### config.mk
export PLATFORM = sky130hd
export DESIGN_NAME = link_reset_sequencer
export DESIGN_NICKNAME = d
export VERILOG_FILES = /design/src/rtl/rns_pkg.sv /design/src/rtl/rns_phy_ctl.sv /design/src/rtl/rns_ident_ctl.sv /design/src/rtl/rns_conn_ctl.sv /design/src/rtl/rns_hr_gate.sv /design/src/rtl/link_reset_sequencer.sv
export SDC_FILE = /design/constraint.sdc
export NUM_CORES = 1
export LEC_CHECK = 0
export BUFFER_PORTS_ARGS = -buffer_cell sky130_fd_sc_hd__buf_2
export CAP_MARGIN = 20
export CORE_AREA = 2 2 39 41
export DETAILED_ROUTE_END_ITERATION = 10
export DIE_AREA = 0 0 41 43
export GPL_TIMING_DRIVEN = 1
export SYNTH_ARGS = -nofsm -noshare
export SYNTH_HDL_FRONTEND = slang
export SYNTH_SLANG_ARGS = --single-unit
### constraint.sdc
create_clock -name clk -period 1.65 [get_ports clk]
set_input_delay 0.33 -clock clk [delete_from_list [all_inputs] [get_ports clk]]
set_output_delay 0.33 -clock clk [all_outputs]
set_load 0.03 [all_outputs]
### src/rtl/rns_pkg.sv
package rns_pkg;

    localparam int unsigned PHY_ST_W = 2;

    typedef enum logic [PHY_ST_W-1:0] {
        PHY_LINK_UP     = 2'd0,
        PHY_WAIT_INIT   = 2'd1,
        PHY_WAIT_COMSAS = 2'd2,
        PHY_WAIT_SPEED  = 2'd3
    } phy_st_e;

    typedef enum logic {
        ID_ACTIVE = 1'b0,
        ID_IDLE   = 1'b1
    } ident_st_e;

    typedef enum logic {
        CC_OPEN = 1'b0,
        CC_IDLE = 1'b1
    } conn_st_e;

    typedef struct packed {
        logic cominit;
        logic sync_lost;
        logic comsas_done;
        logic speed_done;
    } phy_evt_t;

    typedef struct packed {
        logic not_ready;
        logic phy_disabled;
        logic link_disable;
        logic conn_closed;
    } notify_t;

    function automatic logic is_teardown(input phy_evt_t ev);
        return ev.cominit | ev.sync_lost;
    endfunction

endpackage

### src/rtl/rns_phy_ctl.sv
module rns_phy_ctl
    import rns_pkg::*;
(
    input  logic     clk,
    input  logic     rst,
    input  phy_evt_t ev,
    output logic     not_ready_o,
    output logic     link_ready_o
);

    phy_st_e st_q, st_d;
    logic    nr_d, nr_q;

    always_comb begin
        st_d = st_q;
        nr_d = 1'b0;
        unique case (st_q)
            PHY_LINK_UP: begin
                if (is_teardown(ev)) begin
                    st_d = PHY_WAIT_INIT;
                    nr_d = 1'b1;
                end
            end
            PHY_WAIT_INIT: begin
                if (ev.cominit) st_d = PHY_WAIT_COMSAS;
            end
            PHY_WAIT_COMSAS: begin
                if (is_teardown(ev)) begin
                    st_d = PHY_WAIT_INIT;
                    nr_d = 1'b1;
                end else if (ev.comsas_done) begin
                    st_d = PHY_WAIT_SPEED;
                end
            end
            PHY_WAIT_SPEED: begin
                if (is_teardown(ev)) begin
                    st_d = PHY_WAIT_INIT;
                    nr_d = 1'b1;
                end else if (ev.speed_done) begin
                    st_d = PHY_LINK_UP;
                end
            end
            default: st_d = PHY_WAIT_INIT;
        endcase
    end

    always_ff @(posedge clk) begin
        if (rst) begin
            st_q <= PHY_LINK_UP;
            nr_q <= 1'b0;
        end else begin
            st_q <= st_d;
            nr_q <= nr_d;
        end
    end

    assign not_ready_o  = nr_q;
    assign link_ready_o = (st_q == PHY_LINK_UP);

    // a not-ready pulse lasts exactly one cycle
    p_nr_single_r2: assert property (@(posedge clk) disable iff (rst)
        not_ready_o |=> !not_ready_o);

    // waiting for COMINIT never yields a new not-ready pulse
    p_wait_init_quiet_r2: assert property (@(posedge clk) disable iff (rst)
        (st_q == PHY_WAIT_INIT) |=> !not_ready_o);

    // link comes up only out of the speed wait
    p_up_after_speed_r5: assert property (@(posedge clk) disable iff (rst)
        (link_ready_o && !$past(link_ready_o)) |-> $past(st_q == PHY_WAIT_SPEED));

endmodule

### src/rtl/rns_ident_ctl.sv
module rns_ident_ctl
    import rns_pkg::*;
(
    input  logic clk,
    input  logic rst,
    input  logic not_ready_i,
    input  logic link_ready_i,
    output logic phy_disabled_o,
    output logic link_disable_o
);

    ident_st_e st_q;
    logic      pd_q, ld_q;

    always_ff @(posedge clk) begin
        if (rst) begin
            st_q <= ID_ACTIVE;
            pd_q <= 1'b0;
            ld_q <= 1'b0;
        end else begin
            pd_q <= not_ready_i;
            ld_q <= not_ready_i;
            if (not_ready_i)
                st_q <= ID_IDLE;
            else if (link_ready_i)
                st_q <= ID_ACTIVE;
        end
    end

    assign phy_disabled_o = pd_q;
    assign link_disable_o = ld_q;

    // each not-ready pulse is followed by disable pair
    p_pd_follows_nr_r3: assert property (@(posedge clk) disable iff (rst)
        not_ready_i |=> (phy_disabled_o && link_disable_o));

    // no disable pair without a preceding not-ready
    p_pd_needs_nr_r3: assert property (@(posedge clk) disable iff (rst)
        !not_ready_i |=> (!phy_disabled_o && !link_disable_o));

    // the machine sits in idle after issuing the pair
    p_idle_after_nr_r3: assert property (@(posedge clk) disable iff (rst)
        phy_disabled_o |-> (st_q == ID_IDLE));

endmodule

### src/rtl/rns_conn_ctl.sv
module rns_conn_ctl
    import rns_pkg::*;
(
    input  logic clk,
    input  logic rst,
    input  logic link_disable_i,
    input  logic link_ready_i,
    output logic conn_closed_o
);

    conn_st_e st_q;
    logic     cc_q;

    always_ff @(posedge clk) begin
        if (rst) begin
            st_q <= CC_OPEN;
            cc_q <= 1'b0;
        end else begin
            cc_q <= link_disable_i;
            if (link_disable_i)
                st_q <= CC_IDLE;
            else if (link_ready_i)
                st_q <= CC_OPEN;
        end
    end

    assign conn_closed_o = cc_q;

    // each link-disable message is followed by connection-closed
    p_cc_follows_ld_r4: assert property (@(posedge clk) disable iff (rst)
        link_disable_i |=> conn_closed_o);

    // connection-closed only after a link-disable
    p_cc_needs_ld_r4: assert property (@(posedge clk) disable iff (rst)
        !link_disable_i |=> !conn_closed_o);

    // connection-closed is issued from idle
    p_cc_in_idle_r4: assert property (@(posedge clk) disable iff (rst)
        conn_closed_o |-> (st_q == CC_IDLE));

endmodule

### src/rtl/rns_hr_gate.sv
module rns_hr_gate
    import rns_pkg::*;
(
    input  logic    clk,
    input  logic    rst,
    input  logic    link_ready_i,
    input  logic    teardown_i,
    input  logic    prim_i,
    input  notify_t notes_i,
    output logic    hard_reset_o
);

    logic pending_q;
    logic gate_open;
    logic hr_q;

    // teardown cascade in flight from not-ready until connection-closed
    always_ff @(posedge clk) begin
        if (rst)
            pending_q <= 1'b0;
        else if (notes_i.not_ready)
            pending_q <= 1'b1;
        else if (notes_i.conn_closed)
            pending_q <= 1'b0;
    end

    assign gate_open = link_ready_i && !pending_q
                    && !notes_i.not_ready && !notes_i.phy_disabled;

    always_ff @(posedge clk) begin
        if (rst)
            hr_q <= 1'b0;
        else
            hr_q <= prim_i && gate_open && !teardown_i;
    end

    assign hard_reset_o = hr_q;

    // no report while the cascade is still running
    p_hr_after_chain_r8: assert property (@(posedge clk) disable iff (rst)
        hard_reset_o |-> (!pending_q && !notes_i.phy_disabled && !notes_i.conn_closed));

    // a report needs a primitive in the cycle before
    p_hr_needs_prim_r7: assert property (@(posedge clk) disable iff (rst)
        hard_reset_o |-> $past(prim_i));

    // a report is only made with the link up
    p_hr_link_up_r5: assert property (@(posedge clk) disable iff (rst)
        hard_reset_o |-> link_ready_i);

    // teardown in the same cycle suppresses the report
    p_teardown_wins_r9: assert property (@(posedge clk) disable iff (rst)
        teardown_i |=> !hard_reset_o);

endmodule

### src/rtl/link_reset_sequencer.sv
module link_reset_sequencer
    import rns_pkg::*;
(
    input  logic clk,
    input  logic rst,
    input  logic cominit_i,
    input  logic sync_lost_i,
    input  logic comsas_done_i,
    input  logic speed_done_i,
    input  logic hard_prim_i,
    output logic not_ready_o,
    output logic phy_disabled_o,
    output logic link_disable_o,
    output logic conn_closed_o,
    output logic hard_reset_o
);

    phy_evt_t ev;
    notify_t  notes;
    logic     link_ready;

    assign ev = '{cominit: cominit_i, sync_lost: sync_lost_i,
                  comsas_done: comsas_done_i, speed_done: speed_done_i};

    rns_phy_ctl u_phy (
        .clk          (clk),
        .rst          (rst),
        .ev           (ev),
        .not_ready_o  (notes.not_ready),
        .link_ready_o (link_ready)
    );

    rns_ident_ctl u_ident (
        .clk            (clk),
        .rst            (rst),
        .not_ready_i    (notes.not_ready),
        .link_ready_i   (link_ready),
        .phy_disabled_o (notes.phy_disabled),
        .link_disable_o (notes.link_disable)
    );

    rns_conn_ctl u_conn (
        .clk            (clk),
        .rst            (rst),
        .link_disable_i (notes.link_disable),
        .link_ready_i   (link_ready),
        .conn_closed_o  (notes.conn_closed)
    );

    rns_hr_gate u_gate (
        .clk          (clk),
        .rst          (rst),
        .link_ready_i (link_ready),
        .teardown_i   (is_teardown(ev)),
        .prim_i       (hard_prim_i),
        .notes_i      (notes),
        .hard_reset_o (hard_reset_o)
    );

    assign not_ready_o    = notes.not_ready;
    assign phy_disabled_o = notes.phy_disabled;
    assign link_disable_o = notes.link_disable;
    assign conn_closed_o  = notes.conn_closed;

    // nothing is announced in the first cycle after reset
    p_quiet_after_reset_r1: assert property (@(posedge clk)
        $fell(rst) |-> !(not_ready_o | phy_disabled_o | conn_closed_o | hard_reset_o));

endmodule

======== Yosys cells after proc, flatten, opt, wreduce, memory -nomap -nowiden ========
Index checks and enable logic that the tools add are counted.
cells by class
  equal/unequal tests ..................... 7
  multiplexer cells ....................... 10
  bitwise logic cells ..................... 2
  reductions and logical operators ........ 14
operators with widths
  cell                number
  $mux 2              6
  $pmux 2 s4          1
  $ne 3x2->1 const B  2
  $logic_and 1x1->1   5
  $eq 2x2->1 const B  2
  $logic_not 1->1     4
  $ne 2x2->1 const B  2
  $reduce_and 4->1    1
  $mux 1              3
  $reduce_or 3->1     1
  $eq 2x1->1 const B  1
  $logic_not 2->1     1
  $reduce_bool 2->1   1
  $reduce_or 2->1     1
  $not 1->1           1
  $or 1x1->1          1
storage, ports and cells
  bits in registers ....................... 7
  input bits .............................. 7
  output and inout port bits .............. 5
  logic and storage cells ................. 39

======== Logic depth before layout (Yosys ltp) ========
  word-level depth ........................ 6
  depth in mapped cells ................... 2
  mapped depth without buffers ............ 2

======== By module ========
A second synthesis with hierarchy kept.
unflattened totals
  cell total of the unflattened synthesis .. 31
  area total of the unflattened synthesis .. 296.5 µm²
by module, submodules not included
  module                times used  cells each  area an instance (µm²)  seq. area each (µm²)
  rns_phy_ctl           1           17          141.4                   60.1
  rns_hr_gate           1           8           73.8                    40.0
  rns_ident_ctl         1           3           41.3                    20.0
  rns_conn_ctl          1           2           33.8                    20.0
  link_reset_sequencer  1           1           6.3                     0.0

======== Worst setup path before layout ========
OpenSTA, ideal clock, no wires.
  path type ............................... register to output
  from .................................... reg u_ident.pd_q (netlist: u_ident.phy_disabled_o)
  to ...................................... out phy_disabled_o
  data arrival time ....................... 0.732 ns
  required time ........................... 1.320 ns
  path slack .............................. 0.588 ns
  stages on the path, launching flop included .. 2
  path buffers ............................ 1
  cell sequence ........................... dfxtp_1 -> buf_4
RTL lines
  element                   RTL line                    RTL
  start: declaration        rns_ident_ctl.sv:13         logic pd_q, ld_q;
  start signal: assignment  rns_ident_ctl.sv:21         pd_q <= not_ready_i;
  end: declaration          link_reset_sequencer.sv:12  output logic phy_disabled_o,
No word-level cell between the ends.

======== Worst setup path in the final report ========
  from .................................... reg u_ident.pd_q (netlist: u_ident.phy_disabled_o)
  to ...................................... out phy_disabled_o
No word-level cell between the ends.

==> results.md <==
* RSZ-0062 raised after global routing: no
* Clock Latency Late Sink at approximately 0.25 ns
* Post-synth EDFFs at 0
* Final net count at 51
* Largest fanout on the critical path at 4
* Post-Syn Area per Cell at 9.75 µm²
* Iter 0 DRT Violations at 2
* Reg2reg path depth at 2
* Number of port buffers at 11
* DRT Pass-1 Iters at 3
* Worst r2r src: u_phy.st_q[1]
* Bufs on Longest Clock Path at 2
* Cell area after placement at roughly 350 µm²
* Finished Cell Area at approximately 380 µm²
* Max Clk Rate at between 0.8 and 0.9 GHz
* Largest net degree at the start of global routing at 10
* Pre-CTS WS at ~0.66 ns
* Unique cell type count in the Yosys netlist at 17
* Sw frac at between 20 and 30%
* GRT Overall Usage at under 10%
* Pins over their slew limit at 0
* HPWL Detailed at about 400 µm
* Combinational power share at 14.0%
* CTS Root Cell: clkbuf_4
* Hold WC Path Type: in2reg
* I/O Pins at 12
* Worst setup EP type: primary output
* Tcrit/Tclk final at a little over two thirds
* Vias at ~260
* Worst path max stage delay at approximately 0.36 ns
* Number of synthesis warnings at 0
* Core area at approximately 1400 µm²
* Register-to-register setup slack at roughly 0.79 ns
* Share of layout cells above drive strength 1 at 37.2%
* Clock period minus worst slack at about 1.1 ns
* Buf/Inv on CP at 1
* Hold_buf cts at 0
* Most area-consuming cells after synthesis: dfxtp_1 (50%), nor2b_1 (8.8%), and4bb_1 (4.4%)
* CP cell instances: buf_2
* Type of the worst setup path: reg2out
* Worst setup margin at 0.501 ns
* Max-cap violations at 0
* Fill cells at 161
* Final TNS setup at 0 ns
* Status: finished clean
* Synth-to-layout area growth at 33.2%
* Wire per inst at between 8 and 9 µm
* ANT nets after route at 0
* Post-synthesis sequential area ratio at about half
* Via/cell ratio at about 4.3
* End of the worst register-to-register path: u_phy.st_q[0]
* Number of gates resized after cts at 0
* Synthesis-stage register bit count at 7
* Worst EP arrival at 0.82 ns
* Cell row count at 14
* Critical Path Source: u_ident.phy_disabled_o
* Switch Pwr at between 100 and 150 µW
* Post-CTS Setup Bufs at 0
* Cell Area, Synth at 283 µm²
* CP required at between 1 and 1.5 ns
* Sequential cell area at ~140 µm²
* Pwr Density at 1070 nW/µm²
* Commonest non-fill, non-tap cell in the layout: buf_2
* CTS tree: yes
* Post-Synthesis Cells at 29
* Asr flop ratio synth at 0%
* Routed WL at between 500 and 600 µm
* Full die area at 1760 µm²
* Crit path max-delay family: flip-flops
* Vias in the first global route at 213
* Area leader, netlist: dfxtp_1
* Multi-input gate area at about 130 µm²
* Post-synth top area share at between 40% and 50%
* Seq pwr share at around 48%
* Commonest non-fill, non-tap cells in the layout: buf_2 (11), dfxtp_1 (7), nor2b_1 (4)
* Drt drc at 0
* Die Wd at 41 µm
* N_diodes at 0
* Stages on worst setup path at 1
* Worst Max-Slew Pin Slew at ~0.21 ns
* Max rail drop VDD at approximately 0.26 mV
* Chip height at 43 µm
* Leakage at approximately 0.17 nW
* Final Setup Violations at 0
* First-pass GRT wire length at 814 µm
* CTS H-tree depth at 1
* Clock Pin Slew Worst Setup and Hold Paths at approximately 0.05 ns
* Internal at ~300 µW
* Critical Path Start Type: flip-flop
* Main synth FF type: dfxtp_1
* Critical Path End: phy_disabled_o
* Net Count, Synth at 36
* CTS Buf Count at 3
* Hold Fails Final Rpt at 0
* Initial core utilization at between 20 and 25%
* Initial antenna violation count at 0
* Max-Slew Margin vs Limit at between 80% and 90%
* CTS sink count at 7
* Clk_skew at 0.00291 ns
* Gp weighted congestion at approximately 0.68
* Congestion Overflow GR at 0
* Slowest-stage cell, CP: dfxtp_1
* Clk pwr share at about two fifths
-- routing by layer --
layer	global-route usage, %	part of all wire (%)	vias to the layer above
li1	-	-	129
met4	8.00	0	0
met5	0	0	-
met3	1.57	8.6	0
met1	8.09	44	116
met2	9.69	47	11
-- cells in the mapped netlist (all sizes together) (2+ instances only) --
cell,n
nor2,3
dfxtp,7
nor2b,4
nand2b,2
-- how the worst min path moves through the flow --
stage,start,endpoint,slack (ns),cells past startpoint
finish,hard_prim_i,u_gate.hard_reset_o,0.34,2
global route,hard_prim_i,u_gate.hard_reset_o,0.33,2
CTS,hard_prim_i,u_gate.hard_reset_o,0.33,2
detailed placement,u_phy.not_ready_o,u_ident.phy_disabled_o,0.46,2
global placement,u_phy.not_ready_o,u_ident.phy_disabled_o,0.46,2
floorplan,rst,u_ident.phy_disabled_o,0.40,1
-- stage by stage --
| stage | utilization, % | std cells | hold WS [ns] | power, mW |
|---|---|---|---|---|
| global placement | 25.3 | 55 | 0.462 | 0.253 |
| floorplan | - | 29 | 0.397 | 0.233 |
| detailed placement | 25.3 | 55 | 0.462 | 0.254 |
| finish | 27.2 | 59 | 0.335 | 0.403 |
| CTS | 27.2 | 59 | 0.328 | 0.411 |
| global route | 27.2 | 59 | 0.330 | 0.427 |
-- power groups by stage --
stage | clock network, mW | registers [mW] | logic [mW]
after floorplan | 0 | 0.204 | 0.0288
after global placement | 0 | 0.196 | 0.0569
after detailed placement | 0 | 0.196 | 0.0572
after CTS | 0.161 | 0.193 | 0.0572
after global routing | 0.169 | 0.195 | 0.0630
final | 0.154 | 0.192 | 0.0565
-- worst reg2reg max path: cells and delay by family (launching register included) --
family / cells / cell delay (ns)
flip-flops: 1 / 0.35
AO/OA/AOI/OAI: 1 / 0.21
AND/OR/NAND/NOR: 1 / 0.20
-- state kept, by name, summed over array words and instances, names as in the netlist --
signal,cells
u_conn.conn_closed_o,1
u_gate.hard_reset_o,1
u_gate.pending_q,1
u_ident.phy_disabled_o,1
u_phy.not_ready_o,1
u_phy.st_q,2
-- cell families after synthesis --
kind of cell / Yosys count / share of synthesized area (%)
DFF: 7 / 49.6
buffers and inverters: 2 / 3.98
AOI/OAI and AO/OA: 4 / 11.1
and+or+nand+nor: 16 / 35.4
-- cell type report --
type / instances / share of cell area [%]
flip-flops and latches: 7 / 37.2
multi-input cells: 20 / 34.9
repair buffers: 11 / 14.6
clock buffers: 4 / 6.98
well taps: 16 / 5.32
inverters: 1 / 0.997
Power figures use the tool's default switching activity.
